==> src/rtl/hpt_pkg.sv <==
package hpt_pkg;

    localparam int VPN_W  = 16;
    localparam int GRP_W  = 6;
    localparam int SLOT_N = 8;
    localparam int SLOT_W = $clog2(SLOT_N);
    localparam int TAG_W  = VPN_W - GRP_W;
    localparam int PPN_W  = 12;
    localparam int ADDR_W = 16;
    localparam int ENT_W  = 2 + TAG_W + PPN_W;

    typedef struct packed {
        logic             vld;
        logic             hsel;
        logic [TAG_W-1:0] tag;
        logic [PPN_W-1:0] ppn;
    } pte_t;

    typedef enum logic [1:0] {
        ST_IDLE,
        ST_ISSUE,
        ST_WAIT,
        ST_DONE
    } walk_st_e;

    function automatic logic [GRP_W-1:0] primary_idx(
        input logic [VPN_W-1:0] vpn,
        input logic [GRP_W-1:0] sid
    );
        return vpn[GRP_W-1:0] ^ sid;
    endfunction

    function automatic logic [GRP_W-1:0] secondary_idx(
        input logic [GRP_W-1:0] prim
    );
        return ~prim;
    endfunction

    function automatic logic [TAG_W-1:0] vpn_tag(input logic [VPN_W-1:0] vpn);
        return vpn[VPN_W-1:GRP_W];
    endfunction

endpackage

==> src/rtl/hpt_addr_gen.sv <==
module hpt_addr_gen
    import hpt_pkg::*;
(
    input  logic [ADDR_W-1:0] base,
    input  logic [VPN_W-1:0]  vpn,
    input  logic [GRP_W-1:0]  sid,
    input  logic              hsel,
    input  logic [SLOT_W-1:0] slot,
    output logic [ADDR_W-1:0] addr
);
    localparam int OFF_W = GRP_W + SLOT_W;

    logic [GRP_W-1:0] prim;
    logic [GRP_W-1:0] grp;
    logic [OFF_W-1:0] offset;

    always_comb begin
        prim   = primary_idx(vpn, sid);
        grp    = hsel ? secondary_idx(prim) : prim;
        offset = {grp, slot};
        addr   = base + ADDR_W'(offset);
    end
endmodule

==> src/rtl/hpt_pte_match.sv <==
module hpt_pte_match
    import hpt_pkg::*;
(
    input  logic [ENT_W-1:0] word,
    input  logic [TAG_W-1:0] want_tag,
    input  logic             want_hsel,
    output logic             hit,
    output logic [PPN_W-1:0] ppn
);
    pte_t ent;

    always_comb begin
        ent = pte_t'(word);
        hit = ent.vld && (ent.hsel == want_hsel) && (ent.tag == want_tag);
        ppn = ent.ppn;
    end
endmodule

==> src/rtl/hpt_walker.sv <==
module hpt_walker
    import hpt_pkg::*;
(
    input  logic              clk,
    input  logic              rst,
    input  logic [ADDR_W-1:0] table_base,
    input  logic              req_valid,
    output logic              req_ready,
    input  logic [VPN_W-1:0]  req_vpn,
    input  logic [GRP_W-1:0]  req_sid,
    output logic              mem_rd_valid,
    output logic [ADDR_W-1:0] mem_rd_addr,
    input  logic              mem_rsp_valid,
    input  logic [ENT_W-1:0]  mem_rsp_data,
    output logic              done_valid,
    output logic              done_fault,
    output logic [PPN_W-1:0]  done_ppn
);
    localparam logic [SLOT_W-1:0] LAST_SLOT = SLOT_W'(SLOT_N - 1);

    walk_st_e          state_q;
    logic [VPN_W-1:0]  vpn_q;
    logic [GRP_W-1:0]  sid_q;
    logic              hsel_q;
    logic [SLOT_W-1:0] slot_q;
    logic              fault_q;
    logic [PPN_W-1:0]  ppn_q;
    logic              ent_hit;
    logic [PPN_W-1:0]  ent_ppn;

    hpt_addr_gen u_addr (
        .base (table_base),
        .vpn  (vpn_q),
        .sid  (sid_q),
        .hsel (hsel_q),
        .slot (slot_q),
        .addr (mem_rd_addr)
    );

    hpt_pte_match u_match (
        .word      (mem_rsp_data),
        .want_tag  (vpn_tag(vpn_q)),
        .want_hsel (hsel_q),
        .hit       (ent_hit),
        .ppn       (ent_ppn)
    );

    always_ff @(posedge clk) begin
        if (rst) begin
            state_q <= ST_IDLE;
            vpn_q   <= '0;
            sid_q   <= '0;
            hsel_q  <= 1'b0;
            slot_q  <= '0;
            fault_q <= 1'b0;
            ppn_q   <= '0;
        end else begin
            case (state_q)
                ST_IDLE: if (req_valid) begin
                    vpn_q   <= req_vpn;
                    sid_q   <= req_sid;
                    hsel_q  <= 1'b0;
                    slot_q  <= '0;
                    state_q <= ST_ISSUE;
                end
                ST_ISSUE: state_q <= ST_WAIT;
                ST_WAIT: if (mem_rsp_valid) begin
                    if (ent_hit) begin
                        fault_q <= 1'b0;
                        ppn_q   <= ent_ppn;
                        state_q <= ST_DONE;
                    end else if (slot_q != LAST_SLOT) begin
                        slot_q  <= slot_q + 1'b1;
                        state_q <= ST_ISSUE;
                    end else if (!hsel_q) begin
                        hsel_q  <= 1'b1;
                        slot_q  <= '0;
                        state_q <= ST_ISSUE;
                    end else begin
                        fault_q <= 1'b1;
                        ppn_q   <= '0;
                        state_q <= ST_DONE;
                    end
                end
                default: state_q <= ST_IDLE;
            endcase
        end
    end

    assign req_ready    = (state_q == ST_IDLE);
    assign mem_rd_valid = (state_q == ST_ISSUE);
    assign done_valid   = (state_q == ST_DONE);
    assign done_fault   = fault_q;
    assign done_ppn     = ppn_q;

    logic [ADDR_W-1:0] last_addr_q;
    always_ff @(posedge clk) begin
        if (rst) last_addr_q <= '0;
        else if (mem_rd_valid) last_addr_q <= mem_rd_addr;
    end


    single_read_chk: assert property (@(posedge clk) disable iff (rst)
        mem_rd_valid |=> !mem_rd_valid);


    no_read_while_waiting_chk: assert property (@(posedge clk) disable iff (rst)
        (state_q == ST_WAIT && !mem_rsp_valid) |=> !mem_rd_valid);


    addr_step_chk: assert property (@(posedge clk) disable iff (rst)
        (mem_rd_valid && slot_q != '0) |-> (mem_rd_addr == last_addr_q + 1'b1));


    done_pulse_chk: assert property (@(posedge clk) disable iff (rst)
        done_valid |=> (!done_valid && req_ready));


    busy_after_accept_chk: assert property (@(posedge clk) disable iff (rst)
        (req_valid && req_ready) |=> !req_ready);


    fault_ppn_zero_chk: assert property (@(posedge clk) disable iff (rst)
        (done_valid && done_fault) |-> (done_ppn == '0));
endmodule

==> config.mk <==
export PLATFORM = sky130hd
export DESIGN_NAME = hpt_walker
export DESIGN_NICKNAME = d
export VERILOG_FILES = /design/src/rtl/hpt_pkg.sv /design/src/rtl/hpt_addr_gen.sv /design/src/rtl/hpt_pte_match.sv /design/src/rtl/hpt_walker.sv
export SDC_FILE = /design/constraint.sdc
export NUM_CORES = 1
export LEC_CHECK = 0
export ABC_AREA = 1
export BUFFER_PORTS_ARGS = -buffer_cell sky130_fd_sc_hd__buf_4
export CAP_MARGIN = 20
export CORE_ASPECT_RATIO = 1.5
export CORE_MARGIN = 2
export CORE_UTILIZATION = 54
export DETAILED_ROUTE_END_ITERATION = 10
export GPL_TIMING_DRIVEN = 1
export HOLD_SLACK_MARGIN = 0.06
export PLACE_DENSITY = 0.91
export SYNTH_ARGS = -nofsm -noshare
export SYNTH_HDL_FRONTEND = slang
export SYNTH_HIERARCHICAL = 1
export SYNTH_SLANG_ARGS = --single-unit
export TNS_END_PERCENT = 1
==> constraint.sdc <==
create_clock -name clk -period 4.5 [get_ports clk]
set_input_delay 0 -clock clk [delete_from_list [all_inputs] [get_ports clk]]
set_output_delay 0 -clock clk [all_outputs]
set_load 0.05 [all_outputs]
==> flow_summary.yaml <==
setup_path:
  slowest_stage: "nor2_1"
  cp_common_cell: "nand2_1"
  reg2reg_from: "hsel_q$_SDFFE_PP0P_"
  cp.arrival_ns: 3.03
  crit_path_start_kind: "flop"
  critPathLaunch: "hsel_q$_SDFFE_PP0P_"
  crit_type: "flop to flop"
  crit_fanout: 12
  worstPathCellList: "nand2_1, nand2_1, nand2_2, nor2_2, nand2_1, nor2_1, inv_1, nor2_1, nand3_1, a21oi_1, dlygate4sd3_1"
  crit_path_end_kind: "flop"
  cpPeakStageDelay_ns: 0.65
  cp.required_ns: 4.75
timing:
  skew_ns: 0.00986
  fin_tns_setup_ns: 0
  maxSlewHeadroom_pct: 43.9
  rsz0062_at_grt: "false"
  finalCriticalPeriod_ns: 2.78
  max_freq_mhz: 360
  worst_pin_slew_ns: 0.838
  setup_viol: 0
  setup_slack_ns: 1.72
  fin_crit_sh_pct: 61.7
  hold_violations: 0
  drv_slew: 0
route:
  via_per_inst: 5.44
  ant_nets: 0
  drt_iter0_drc: 186
  wl_mm: 9.03
  route.detailed.drc: 0
  dr.pass1.iters: 5
  num_vias: 3348
  route.detailed.wl_per_inst_microns: 14.7
die:
  core-area_sq_um: 4890
  die-area_sq_um: 5710
  die_w_microns: 62.4
  die_h_microns: 91.5
  rows: 31
  ioPinCount: 98
  start_util_pct: 56.4
synthesis:
  synth_nets: 512
  ys_warn_count: 6
  yosys_register_bits: 41
  ys_seq_area_share_pct: 29.8
  synth_area_sq_um: 2760
  synth_cell_types: 31
  postSynthAreaPerCell_sq_um: 6.37
  synthCells: 433
finish:
  fin_nets: 628
  syn2layout_area_growth_pct: 40.2
  drive_above_1_share_pct: 22.4
  antenna_cells: 0
  final_area_sq_um: 3870
clocking:
  cts_tree: "built"
  cts_sinks: 41
  cts_made_buffers: 5
  clk_pin_slew_ns: 0.08
  postCtsSetupRepairBufs: 0
  clock_path_buffers: 2
  clock_latency_ns: 0.30
  cts_root_buf: "clkbuf_8"
  htreeDepth: 2
grt:
  grt_max_degree: 28
  grt_pass1_wl_mm: 14.9
  grtUsageMet1_pct: 34.0
  grt_pass1_vias: 3361
  gr-total-overflow: 0
  grt_antenna_before_repair: 0
  grtUsageMet2_pct: 60.1
  busiest_layer: "met2"
  grt.met3_usage_pct: 5.82
  grtUsageTotal_pct: 32.2
placement:
  globalplace.congestion: 0.943
  place_area_sq_um: 3410
  pre_cts_slack_ns: 2.35
  io_buffers: 97
  hpwl_mm: 5.38
pwr:
  leakagePower_nw: 2.01
  ir_drop_mv: 0.196
  p_per_area_nw_per_um2: 345
worst_hold_path:
  worstHoldStart: "mem_rsp_valid"
  hp-class: "input pin to flop"
flow_run:
  cap_violations: 0
outcome:
  outcome: "completed"
-- timing repair --
action,in CTS,in global routing
hold endpoints to repair,36,0
resized for setup,0,0
hold buffers,35,0
-- cell usage in the layout (no fill, tap or decap), types with 2 or more instances in the layout --
| cell type | instances |
|---|---|
| a21oi_1 | 23 |
| buf_4 | 97 |
| clkbuf_8 | 5 |
| dfxtp_1 | 41 |
| dlygate4sd3_1 | 35 |
| ha_1 | 12 |
| inv_1 | 55 |
| inv_2 | 5 |
| nand2_1 | 110 |
| nand2_2 | 6 |
| nand3_1 | 30 |
| nand3b_1 | 2 |
| nor2_1 | 65 |
| nor2_2 | 3 |
| nor3_2 | 2 |
| o21ai_0 | 22 |
| o21ai_1 | 4 |
| xnor2_1 | 8 |
| xor2_1 | 12 |
-- state kept, by name, summed over array words and instances (netlist names) --
register    flops
vpn_q          16
done_ppn       12
sid_q           6
slot_q          3
state_q         2
done_fault      1
hsel_q          1
-- worst max-delay path: cells and delay by family (launching register included) --
kind                   cells  cell delay, ns
flip-flops                 1            0.60
AND/OR/NAND/NOR            8            1.34
AO/OA/AOI/OAI              1            0.17
buffers and inverters      2            0.62
-- path summary, 6_finish.rpt --
path	end	slack [ns]	cells after the start
setup / recovery	done_ppn[1]$_SDFFE_PP0P_	1.72	11
hold / removal	done_ppn[4]$_SDFFE_PP0P_	0.08	3
setup reg to reg	done_ppn[1]$_SDFFE_PP0P_	1.72	11
hold reg to reg	done_ppn[5]$_SDFFE_PP0P_	0.48	2
-- per-stage QoR --
step	util, %	power, W	instances	hold slack (ns)
after detailed placement	69.8	0.00101	573	0.258
final	79.1	0.00134	615	0.0781
after floorplan	-	0.000843	433	0.0691
after global routing	79.1	0.00140	615	0.0880
after global placement	69.8	0.000996	573	0.237
after CTS	79.1	0.00132	615	0.0643
-- layer usage --
metal / vias up / wire length [microns]
met5: - / 0
met4: 0 / 488
met3: 61 / 667
met2: 228 / 4660
met1: 1500 / 3220
li1: 1559 / -
-- power breakdown --
| part | internal [W] | switching [W] |
|---|---|---|
| Sequential | 0.000386 | 0.0000226 |
| Clock | 0.000161 | 0.000130 |
| Combinational | 0.000226 | 0.000409 |
| Total | 0.000774 | 0.000562 |
-- synthesized netlist by cell type (all sizes together) --
master  number  area share [%]
xnor2        8             2.5
inv         60             8.2
nand4        1            0.23
nor3         2            0.73
o21ai       26             4.7
nand3       31             5.8
nand2      116              16
buf         19             5.0
o21bai       1            0.27
a21oi       24             4.5
a31oi        1            0.23
dfxtp       41              30
ha          12             5.4
clkinv       1            0.14
or2          1            0.23
nor2        69             9.9
fa           1            0.73
clkbuf       4            0.59
a21o         1            0.27
xor2        12             3.8
nand3b       2            0.54
-- logic make-up after synthesis --
logic type	after synthesis	synth area share (%)
compound gates	53	9.98
xor+xnor	20	6.35
fa+ha+maj	13	6.17
buf+inv	84	13.9
flops	41	29.8
simple gates	222	33.8
-- final cells by class --
type                       count  area, sq um
clock buffer                   5         68.8
inverter                      61          229
multi-input combinational    308         1550
sequential                    41          821
timing repair buffer         132         1080
clock inverter                 2         35.0
fill                         317         1020
tap                           66         82.6
No activity file was read; power rests on OpenSTA's default activity.
